[config.mk]
export PLATFORM = sky130hd
export DESIGN_NAME = dm1_code_convert
export DESIGN_NICKNAME = d
export VERILOG_FILES = /design/src/rtl/dm1_pkg.sv /design/src/rtl/dm1_operand_split.sv /design/src/rtl/dm1_csa_row.sv /design/src/rtl/dm1_compress42.sv /design/src/rtl/dm1_code_convert.sv
export SDC_FILE = /design/constraint.sdc
export NUM_CORES = 1
export LEC_CHECK = 0
export BUFFER_PORTS_ARGS = -buffer_cell sky130_fd_sc_hd__clkbuf_2
export CAP_MARGIN = 15
export CORE_AREA = 10 10 47 49
export DETAILED_ROUTE_END_ITERATION = 16
export DIE_AREA = 0 0 57 59
export GPL_ROUTABILITY_DRIVEN = 0
export PLACE_DENSITY = 0.78
export SETUP_SLACK_MARGIN = 0.05
export SYNTH_ARGS = -nofsm -noshare
export SYNTH_HDL_FRONTEND = slang
export SYNTH_SLANG_ARGS = --single-unit
[constraint.sdc]
create_clock -name clk -period 4.5 [get_ports clk]
set_input_delay 0 -clock clk [delete_from_list [all_inputs] [get_ports clk]]
set_output_delay 0 -clock clk [all_outputs]
set_load 0.1 [all_outputs]
[src/rtl/dm1_pkg.sv]
package dm1_pkg;
  typedef enum logic {
    OP_ADD = 1'b0,
    OP_SUB = 1'b1
  } conv_op_e;
endpackage

[src/rtl/dm1_operand_split.sv]
module dm1_operand_split
  import dm1_pkg::*;
#(
  parameter int N = 4
) (
  input  logic [2*N-1:0] a_i,
  input  logic [2*N-1:0] b_i,
  input  conv_op_e       op_i,
  output logic [N-1:0]   in0_o,
  output logic [N-1:0]   in1_o,
  output logic [N-1:0]   in2_o,
  output logic [N-1:0]   in3_o
);
  localparam int W = 2*N + 4;
  localparam logic [W-1:0] MOD = (W'(1) << N) + W'(1);

  logic [N-1:0] a_hi, a_lo, b_hi, b_lo;
  assign {a_hi, a_lo} = a_i;
  assign {b_hi, b_lo} = b_i;

  // The high half weighs 2^N, which is -1 mod M; its complement equals -2-hi mod M.
  always_comb begin
    in0_o = a_lo;
    in1_o = ~a_hi;
    if (op_i == OP_ADD) begin
      in2_o = b_lo;
      in3_o = ~b_hi;
    end else begin
      in2_o = ~b_lo;
      in3_o = b_hi;
    end
  end

  logic [W-1:0] total;
  always_comb begin
    total = W'(in0_o) + W'(in1_o) + W'(in2_o) + W'(in3_o) + W'(4);
    if (op_i == OP_ADD) begin
      assert_split_add_R2: assert ((total % MOD) == ((W'(a_i) + W'(b_i)) % MOD));
    end else begin
      assert_split_sub_R3: assert (((total + W'(b_i)) % MOD) == (W'(a_i) % MOD));
    end
  end
endmodule

[src/rtl/dm1_csa_row.sv]
module dm1_csa_row #(
  parameter int N = 4
) (
  input  logic [N-1:0] x_i,
  input  logic [N-1:0] y_i,
  input  logic [N-1:0] z_i,
  output logic [N-1:0] sum_o,
  output logic [N-1:0] wrap_o
);
  localparam int W = N + 4;
  localparam logic [W-1:0] MOD = (W'(1) << N) + W'(1);

  logic [N-1:0] cy;

  for (genvar k = 0; k < N; k++) begin : g_col
    assign sum_o[k] = x_i[k] ^ y_i[k] ^ z_i[k];
    assign cy[k]    = (x_i[k] & y_i[k]) | (x_i[k] & z_i[k]) | (y_i[k] & z_i[k]);
  end

  if (N == 1) begin : g_wrap1
    assign wrap_o = ~cy;
  end else begin : g_wrapn
    assign wrap_o = {cy[N-2:0], ~cy[N-1]};
  end

  // Each inverted wrap adds exactly one modulo M to the row total.
  always_comb begin
    assert_row_wrap_R2: assert (((W'(sum_o) + W'(wrap_o)) % MOD) ==
                                ((W'(x_i) + W'(y_i) + W'(z_i) + W'(1)) % MOD));
  end
endmodule

[src/rtl/dm1_compress42.sv]
module dm1_compress42 #(
  parameter int N = 4
) (
  input  logic [N-1:0] in0_i,
  input  logic [N-1:0] in1_i,
  input  logic [N-1:0] in2_i,
  input  logic [N-1:0] in3_i,
  output logic [N-1:0] h0_o,
  output logic [N-1:0] h1_o
);
  localparam int W = N + 4;
  localparam logic [W-1:0] MOD = (W'(1) << N) + W'(1);

  logic [N-1:0] s_mid, w_mid;

  dm1_csa_row #(.N(N)) u_row0 (
    .x_i   (in0_i),
    .y_i   (in1_i),
    .z_i   (in2_i),
    .sum_o (s_mid),
    .wrap_o(w_mid)
  );

  dm1_csa_row #(.N(N)) u_row1 (
    .x_i   (s_mid),
    .y_i   (in3_i),
    .z_i   (w_mid),
    .sum_o (h0_o),
    .wrap_o(h1_o)
  );

  // Two wrap stages together add two modulo M; serves both modes.
  always_comb begin
    assert_compress_total_R3: assert (((W'(h0_o) + W'(h1_o)) % MOD) ==
      ((W'(in0_i) + W'(in1_i) + W'(in2_i) + W'(in3_i) + W'(2)) % MOD));
  end
endmodule

[src/rtl/dm1_code_convert.sv]
module dm1_code_convert
  import dm1_pkg::*;
#(
  parameter int N = 4
) (
  input  logic           clk,
  input  logic           rst,
  input  logic [2*N-1:0] opa_i,
  input  logic [2*N-1:0] opb_i,
  input  logic           sub_i,
  output logic [N-1:0]   sum_o,
  output logic [N-1:0]   carry_o
);
  conv_op_e     op;
  logic [N-1:0] c0, c1, c2, c3;
  logic [N-1:0] h0, h1;

  assign op = sub_i ? OP_SUB : OP_ADD;

  dm1_operand_split #(.N(N)) u_split (
    .a_i  (opa_i),
    .b_i  (opb_i),
    .op_i (op),
    .in0_o(c0),
    .in1_o(c1),
    .in2_o(c2),
    .in3_o(c3)
  );

  dm1_compress42 #(.N(N)) u_comp (
    .in0_i(c0),
    .in1_i(c1),
    .in2_i(c2),
    .in3_i(c3),
    .h0_o (h0),
    .h1_o (h1)
  );

  always_ff @(posedge clk) begin
    if (rst) begin
      sum_o   <= '0;
      carry_o <= '0;
    end else begin
      sum_o   <= h0;
      carry_o <= h1;
    end
  end

  localparam logic [N-1:0] LOW_ONE  = N'(1);
  localparam logic [N-1:0] ALL_BUT0 = ~N'(1);

  assert_reset_clear_R1: assert property (@(posedge clk) disable iff (rst)
    $past(rst) |-> (sum_o == '0 && carry_o == '0));

  assert_one_cycle_R1: assert property (@(posedge clk) disable iff (rst)
    !$past(rst) |-> (sum_o == $past(h0) && carry_o == $past(h1)));

  assert_zero_add_R4: assert property (@(posedge clk) disable iff (rst)
    $past(!rst && opa_i == '0 && opb_i == '0 && !sub_i)
      |-> (sum_o == LOW_ONE && carry_o == ALL_BUT0));

  assert_zero_sub_R4: assert property (@(posedge clk) disable iff (rst)
    $past(!rst && opa_i == '0 && opb_i == '0 && sub_i)
      |-> (sum_o == ALL_BUT0 && carry_o == LOW_ONE));
endmodule

Word level (Yosys, flattened, before mapping)
Index checks and enable logic that the tools add are counted.
{"block": "word_totals", "romBits": 0, "out_inout_bits": 8, "reg_bits": 8, "mem_bits_rw": 0, "latch_bits": 0, "in_bits": 19, "wordCells": 66, "memories": 0}
{"block": "op_classes", "multipliers": 0, "n_mux": 3, "reduce_logical": 0, "eq_ne": 0, "n_div": 0, "magnitude_cmp": 0, "shift": 0, "add_sub_neg": 0, "n_bitwise": 61}
{"cell": "$and A1 B1 Y1", "count": 24}
{"cell": "$or A1 B1 Y1", "count": 16}
{"cell": "$xor A1 B1 Y1", "count": 16}
{"cell": "$not A4 Y4", "count": 3}
{"cell": "$mux W4", "count": 2}
{"cell": "$not A1 Y1", "count": 2}
{"cell": "$mux W1", "count": 1}

Longest topological paths before layout
Gate-level depths: netlist of run 1.
{"block": "logic_depth", "ltp_word": 9, "mapped_depth": 6, "mapped_depth_nobuf": 5}

Cells and area by module
A second synthesis of run 1 with hierarchy kept.
{"block": "unflattened", "cells_unflattened": 49, "area_unflattened_um2": 526.8}
{"module": "dm1_code_convert", "instances": 1, "seq_area_each_um2": 160.2, "cells_each": 16, "area_each_um2": 210.2}
{"module": "dm1_csa_row", "instances": 2, "seq_area_each_um2": 0.0, "cells_each": 8, "area_each_um2": 95.1}
{"module": "dm1_operand_split", "instances": 1, "seq_area_each_um2": 0.0, "cells_each": 17, "area_each_um2": 126.4}

Worst setup path before layout of run 1
Ideal clock, no wire load.
{"block": "synth_path", "kind": "input to register", "from": "input port sub_i", "to": "register sum_o[0]", "setup_time_ns": 0.114, "required_ns": 4.386, "path_slack_ns": 3.010, "stages": 6, "arrival_time_ns": 1.376, "cell_sequence": "buf_6 xnor2_1 fa_1 inv_1 fa_1 and2b_1"}
{"block": "synth_via", "elab_chain_len": 7, "word_cells_on_any_way": 11, "classes_between": "mux: 3; bitwise: 8"}
{"element": "start: declaration", "line": "dm1_code_convert.sv:10", "rtl": "input logic sub_i,"}
{"element": "$mux W1 (*)", "line": "dm1_code_convert.sv:18", "rtl": "assign op = sub_i ? OP_SUB : OP_ADD;"}
{"element": "$mux W4", "line": "dm1_operand_split.sv:25", "rtl": "if (op_i == OP_ADD) begin"}
{"element": "$and A1 B1 Y1", "line": "dm1_csa_row.sv:17", "rtl": "assign cy[k] = (x_i[k] & y_i[k]) | (x_i[k] & z_i[k]) | (y_i[k] & z_i[k]);"}
{"element": "$or A1 B1 Y1 (2 in a row)", "line": "dm1_csa_row.sv:17"}
{"element": "$not A1 Y1", "line": "dm1_csa_row.sv:23", "rtl": "assign wrap_o = {cy[N-2:0], ~cy[N-1]};"}
{"element": "$xor A1 B1 Y1 (*)", "line": "dm1_csa_row.sv:16", "rtl": "assign sum_o[k] = x_i[k] ^ y_i[k] ^ z_i[k];"}
{"element": "via h0[0]", "line": "dm1_code_convert.sv:16", "rtl": "logic [N-1:0] h0, h1;"}
{"element": "end signal: assignment", "line": "dm1_code_convert.sv:41", "rtl": "sum_o <= '0;"}
{"element": "end signal: assignment", "line": "dm1_code_convert.sv:44", "rtl": "sum_o <= h0;"}
{"element": "end: declaration", "line": "dm1_code_convert.sv:11", "rtl": "output logic [N-1:0] sum_o,"}
Mark *: on every way through the listed nets, which the timed path passes. The rest lies on a longest branch.
A chain may end at the register's enable or synchronous reset.

Worst setup path in the final report of run 1
Ends and elaborated chain as after synthesis.

==> metrics, run 1 <==
run status=completed; Setup TNS=0 ns; Setup crit end kind=flop; Final Worst Setup Slack=3.10 ns; synthesized instance count=44; area grow syn2layout=34.1%; Final nets=102; per-cell routed wire length=10.4 um; Initial Util=35.9%; non-filler cells, final=89; Cells after DPL=85; clk root buf=clkbuf_4; post_cts resized=0; EDFF count, synth=0; Setup Viol. Count Final=0; CTS H-tree lvls=1; Clock Sinks=8; total track usage=6.35%; Core Area=1400 um^2; peak fanout along the critical path=8; count leader, synth=inv_1; maximum vdd drop=0.140 mV; sequential share of the synthesized area=31.8%; Fillers=146; CTS tree=done; layout cells sized above 1=41.1%; RSZ-0062 raised after global routing=no; Hold Path End=sum_o[3]; Vias=346; Iteration-0 DRC Markers=1; Area contributors post-synth=dfxtp_1 (32%), fa_1 (32%), xnor2_1 (10%), inv_1 (8.2%), and2b_1 (6.0%); PwrDens=449 nW/um^2; Final Critical Period=1.40 ns; diode count=0; Clock Path Buffers=2; post-synth cell types=10; initial antenna violation count=0; clock-pin transition on the worst setup and hold timing paths=0.05 ns; Max Freq=714 MHz; Synth Cell Area=503 um^2; Hold/Removal Path Class=input pin to flop; via/cell ratio=3.89; Final Max Tran Viols=0; fin crit share=31.1%; Final HPWL DP=865 um; Place WS=2.83 ns; Synth top cells by count=inv_1 (11), dfxtp_1 (8), fa_1 (8); vias in the first global route=417; hold_buf cts=1; Hold Crit Start=opb_i[7]; most common flop cell mapped by yosys=dfxtp_1; DR DRC count=0; Synth area leader=dfxtp_1; Final Util=48.1%; CP Data Required Time=4.64 ns; Synth async-reset ratio=0%; row cnt=14; Post-Route WL=923 um; Worst Max-Slew Pin Slew=0.546 ns; Num CTS Buffers=3; GRT overflow=0; synthesis warning total=0; max_cap viols=0; die area=3360 um^2; synthesized flop and latch total=8; global-route wire length before repair=1640 um; DRT Pass-1 Iters=2; Startpoint Class=input pin; crit path DAT=1.54 ns; Die Span Y=59 um; Yosys top cell area share=31.8%; Syn Area/Cell=11.4 um^2; LEAKAGE=0.364 nW; maximum number of pins on one net before global-route repair=9; IO Count=27; PortBufs=26; Hold Vio Cnt, Final=0; die width=57 um; relative slew slack=63.8%; kind of critical path=input pin to flop; Antenna Nets Post-Route=0; post-CTS setup buffer count=0; syn nets=71; hold depth=4
==> worst max-delay path: stages <==
cell and delay [ns]:
clkbuf_2 0.19, xnor2_1 0.19, fa_1 0.49, inv_1 0.05, fa_1 0.45, and2b_1 0.16
==> area by class of cell <==
class | count | area [um^2] | share of cell area (%)
clock buffers | 3 | 22.5 | 3.34
inverters | 11 | 41.3 | 6.12
multi-input cells | 24 | 290 | 43.0
flip-flops and latches | 8 | 160 | 23.7
well taps | 16 | 20.0 | 2.97
repair buffers | 27 | 140 | 20.8
==> sequential cells by signal, indices dropped and copies added, names as in the netlist <==
| name | cells |
|---|---|
| sum_o | 4 |
| carry_o | 4 |
==> layout by cell type (no fill, tap or decap) <==
cell,synthesis,layout
dlygate4sd3_1,0,1
xor2_1,1,1
nor2b_1,3,3
inv_1,11,11
xnor2_1,6,6
clkbuf_2,0,26
nor2_1,1,1
and2b_1,4,4
clkbuf_4,0,3
xor2_2,1,1
fa_1,8,8
dfxtp_1,8,8
==> report_power, final <==
group / leakage (nW) / switching [mW] / internal (mW)
clock network: 0.0138 / 0.0206 / 0.0303
registers: 0.0667 / 0.00285 / 0.0844
logic: 0.283 / 0.128 / 0.0365
==> stage by stage <==
stage | instance area [um^2] | hold slack (ns) | power, mW
4_1_cts | 674 | 0.249 | 0.309
6_report | 674 | 0.250 | 0.303
3_5_place_dp | 642 | 0.254 | 0.256
5_1_grt | 674 | 0.277 | 0.327
3_3_place_gp | 642 | 0.250 | 0.252
2_1_floorplan | 503 | 0.0667 | 0.225
==> logic make-up (layout without fill, tap and decap cells) <==
kind of cell	after synthesis	after routing	share of synthesized area, %
buf+inv	12	41	10.4
fa+ha+maj	8	8	31.8
xor+xnor	8	8	15.4
flops	8	8	31.8
simple gates	8	8	10.4
==> worst max-delay path by stage <==
stage                     start        to  cells past startpoint
final                     sub_i  sum_o[0]                      6
after floorplan           sub_i  sum_o[0]                      6
after detailed placement  sub_i  sum_o[0]                      6
after CTS                 sub_i  sum_o[0]                      6
after global routing      sub_i  sum_o[2]                      6
after global placement    sub_i  sum_o[0]                      6
==> routing by layer <==
metal,wire [um],vias to the layer above,GRT usage (%)
met5,0,-,0
met4,26,0,7.05
met3,56,2,2.15
met2,422,20,8.99
met1,417,146,6.88
li1,-,178,-
No activity file was read; power rests on OpenSTA's default activity.
==> inputs of run 2 (changes only) <==
CORE_AREA = default   (was 10 10 47 49)
CORE_MARGIN = 10   (was default)
CORE_UTILIZATION = 38   (was default)
DIE_AREA = default   (was 0 0 57 59)
PLACE_DENSITY = 0.81   (was 0.78)
clock period = 1.15 ns   (was 4.5 ns; I/O delays follow)
==> run 2 against run 1 <==
  * The run now ends with negative setup slack left
  * Routed wire length up 24%
  * Total power increased to 4.3 times the previous value
  * Setup slack worse by 3.2 ns
  * Highest routed layer unchanged
  * Largest cell class unchanged
==> metrics, run 2 (synthesis gave the netlist of run 1 again) <==
Final HPWL DP=1040 um; CP Data Required Time=1.29 ns; Initial Util=39.6%; Vias=383; biggest regs=carry_o: 4 flops, sum_o: 4 flops; Core Area=1270 um^2; relative slew slack=81.3%; crit path DAT=1.38 ns; fin crit share=108%; Slowest-stage cell, CP=fa_1; initial antenna violation count=0; DR DRC count=0; IO Count=27; vias in the first global route=440; Cells after DPL=86; most common cell after layout, fill and taps aside=clkbuf_2; Final Critical Period=1.24 ns; RSZ-0062 raised after global routing=yes; DRT Pass-1 Iters=3; Max Freq=805 MHz; peak fanout along the critical path=6; Hold WS=0.267 ns; Fillers=104; Die Span Y=56.4 um; clk root buf=clkbuf_4; Clock Sinks=8; max_cap viols=0; non-filler cells, final=90; Hold/Removal Path Class=input pin to flop; clock-pin transition on the worst setup and hold timing paths=0.05 ns; LEAKAGE=0.409 nW; Hold Vio Cnt, Final=0; run status=finished, violations left; crit-path cells=clkbuf_16 -> xor2_1 -> fa_1 -> inv_2 -> fa_1 -> nor2_1; post-route cell area=798 um^2; Post-DP Area=697 um^2; CTS tree=done; area grow syn2layout=58.7%; Startpoint Class=input pin; total track usage=7.72%; global-route wire length before repair=1940 um; Final Worst Setup Slack=-0.0918 ns; diode count=0; Antenna Nets Post-Route=0; PwrDens=1620 nW/um^2; Final Max Tran Viols=0; maximum number of pins on one net before global-route repair=9; GRT overflow=0; kind of critical path=input pin to flop; die width=56.4 um; maximum vdd drop=0.563 mV; Final nets=104; Overall Power=1.29 mW; Num CTS Buffers=3; max incr delay on CP=0.50 ns; Worst Max-Slew Pin Slew=0.282 ns; Clock Path Buffers=2; row cnt=13; layout cells sized above 1=50.7%; PortBufs=26; most frequent cells in the layout=clkbuf_2 (15), buf_4 (11), inv_1 (9); Setup crit end kind=flop; Post-Route WL=1140 um; Setup Viol. Count Final=7; CTS H-tree lvls=1; failing checks=negative setup slack; Iteration-0 DRC Markers=8; per-cell routed wire length=12.7 um; via/cell ratio=4.26; die area=3180 um^2; Crit path top cell by count=fa_1
-- run 2: changes by cell type in the layout (fill, tap and decap cells not counted), sizes merged --
cell    delta
clkbuf     -9
buf       +11
-- run 2: report_power, final --
group          internal, mW  switching (mW)
combinational         0.218           0.525
sequential            0.331          0.0131
clock                 0.119          0.0859
-- run 2: stage by stage --
stage          setup slack, ns  utilization, %  TNS, ns
2_1_floorplan           -0.313               -    -2.26
3_3_place_gp            -0.447            54.9    -3.27
3_5_place_dp            -0.488            54.9    -3.62
4_1_cts                -0.0981            62.7   -0.493
5_1_grt                 -0.130            62.9   -0.714
6_report               -0.0918            62.9   -0.430
-- run 2: worst paths after layout --
check | slack (ns) | cells past startpoint | end | startpoint
max | -0.09 | 6 | sum_o[3] | sub_i
min | 0.27 | 4 | sum_o[2] | opb_i[6]
-- run 2: routing by layer --
layer	wire [um]	GRT usage, %
met5	0	0
met4	23	6.19
met3	129	4.27
met2	609	11.9
met1	379	7.44
-- run 2: layout make-up --
type | instances | area [um^2] | area share (%)
Clock buffer | 3 | 22.5 | 2.82
Timing Repair Buffer | 29 | 206 | 25.9
Inverter | 11 | 41.3 | 5.17
Multi-Input combinational cell | 24 | 349 | 43.7
Sequential cell | 8 | 160 | 20.1
Tap cell | 15 | 18.8 | 2.35
-- run 2: repair_timing --
action / in CTS / in global routing
pin swaps: 8 / 2
setup endpoints to repair: 8 / 8
buffers inserted: 0 / 0
hold endpoints to repair: 3 / 0
hold buffers: 1 / 0
resized for setup: 8 / 4
-- run 2: worst max-delay path: cells and delay by family --
kind	cells	cell delay (ns)
and+or+nand+nor	1	0.05
adders and majority gates	2	0.99
xor gates and xnor gates	1	0.15
buffers and inverters	2	0.19
==> inputs of run 3 (changes only) <==
CELL_PAD_IN_SITES_DETAIL_PLACEMENT = 0   (was default)
CELL_PAD_IN_SITES_GLOBAL_PLACEMENT = 1   (was default)
CORE_UTILIZATION = 28   (was 38)
TNS_END_PERCENT = 20   (was default)
==> run 3 against run 2 <==
  * Setup slack got worse by 0.025 ns
  * Final area increased by 0.78%
  * Final cell count rose by 11%
  * First-iteration DRC count down 75%
  * Largest power group unchanged
  * Hold slack lost 0.27 ns
  * The flow finishes with violations (negative hold slack, negative setup slack)
  * Critical path type unchanged
  * Critical endpoint is now sum_o[1]
  * Highest routed layer unchanged
  * Maximum frequency down 2.0%
  * Sequential cell count is the same
  * Non-clock buffer count unchanged
  * Global-route usage decreased by 1.4 points
  * Critical path depth unchanged
==> metrics, run 3 (synthesis gave the netlist of run 1 again) <==
crit path DAT=1.45 ns; PwrDens=1580 nW/um^2; Post-Route WL=1030 um; Vias=364; LEAKAGE=0.405 nW; area grow syn2layout=60.0%; Final Util=47.1%; most frequent cells in the layout=clkbuf_2 (15), buf_4 (10), dfxtp_1 (8); fin crit share=110%; Worst Max-Slew Pin Slew=0.281 ns; Iteration-0 DRC Markers=2; CP Data Required Time=1.33 ns; biggest regs=carry_o: 4 flops, sum_o: 4 flops; Post-DP Area=707 um^2; clk root buf=clkbuf_4; peak fanout along the critical path=6; Clock Path Buffers=2; Clock Sinks=8; row cnt=15; die area=3890 um^2; max_cap viols=0; most common cell after layout, fill and taps aside=clkbuf_2; die width=62.4 um; total track usage=6.29%; post-CTS setup buffer count=0; PortBufs=26; initial antenna violation count=0; CTS tree=done; Setup Viol. Count Final=7; Place WS=-0.483 ns; hold depth=2; Fillers=168; Initial Util=29.5%; Final Worst Setup Slack=-0.117 ns; DR DRC count=0; DRT Pass-1 Iters=2; Antenna Nets Post-Route=0; CTS H-tree lvls=1; RSZ-0062 raised after global routing=yes; Setup TNS=-0.634 ns; Max Freq=789 MHz; global-route wire length before repair=1910 um; clock-pin transition on the worst setup and hold timing paths=0.05 ns; Final HPWL DP=962 um; Num CTS Buffers=3; hold_buf cts=1; Core Area=1710 um^2; per-cell routed wire length=10.3 um; via/cell ratio=3.64; Hold/Removal Path Class=input pin to flop; run status=finished, violations left; Final Critical Period=1.27 ns; diode count=0; GRT overflow=0; Setup crit end kind=flop; Hold WS=-0.00654 ns; maximum vdd drop=0.629 mV; IO Count=27; vias in the first global route=419; post-route cell area=805 um^2; layout cells sized above 1=56.0%; Hold Vio Cnt, Final=2; Final nets=104; failing checks=negative hold slack, negative setup slack; relative slew slack=81.4%; kind of critical path=input pin to flop; maximum number of pins on one net before global-route repair=8; Final Max Tran Viols=0; Startpoint Class=input pin; Die Span Y=62.4 um
==> run 3: cell counts in the layout (fill, tap and decap cells not counted) <==
Identical to the previous run, type by type.
==> run 3: stage by stage <==
stage | instances | hold slack [ns] | power (mW)
6_report | 100 | -0.00654 | 1.27
5_1_grt | 100 | -0.0168 | 1.37
4_1_cts | 100 | -0.0103 | 1.27
3_5_place_dp | 96 | 0.258 | 1.05
3_3_place_gp | 96 | 0.256 | 1.04
2_1_floorplan | 44 | 0.0667 | 0.892
==> run 3: final timing paths <==
kind	slack [ns]	start	to
max	-0.12	sub_i	sum_o[1]
min	-0.007	rst	carry_o[3]
==> run 3: layout make-up <==
cell class,count,area (um^2),share of cell area (%)
sequential,8,160,19.9
multi-input combinational,24,345,42.9
inverter,11,41.3,5.13
tap,25,31.3,3.89
clock buffer,3,22.5,2.80
timing repair buffer,29,204,25.3
==> run 3: what timing repair did <==
action,4_1_cts,5_1_grt
setup endpoints to repair,8,8
hold endpoints to repair,2,2
resized for setup,7,8
cloned,0,0
pin swaps,1,5
==> run 3: metal layers <==
layer,vias up,GRT usage (%),share of wire (%)
met5,-,0,0
met4,0,3.35,1.6
met3,2,3.23,7.8
met2,16,10.5,55
met1,164,6.20,36
li1,182,-,-
==> run 3: report_power, final <==
part | switching [mW] | total, mW | internal (mW)
Clock | 0.0810 | 0.199 | 0.118
Combinational | 0.519 | 0.730 | 0.211
Sequential | 0.0116 | 0.342 | 0.330
Total | 0.611 | 1.27 | 0.660
==> run 3: worst max-delay path: stages <==
cell and delay, ns:
clkbuf_16 0.15, xnor2_2 0.14, fa_1 0.49, inv_2 0.04, fa_1 0.51, nor2b_1 0.11
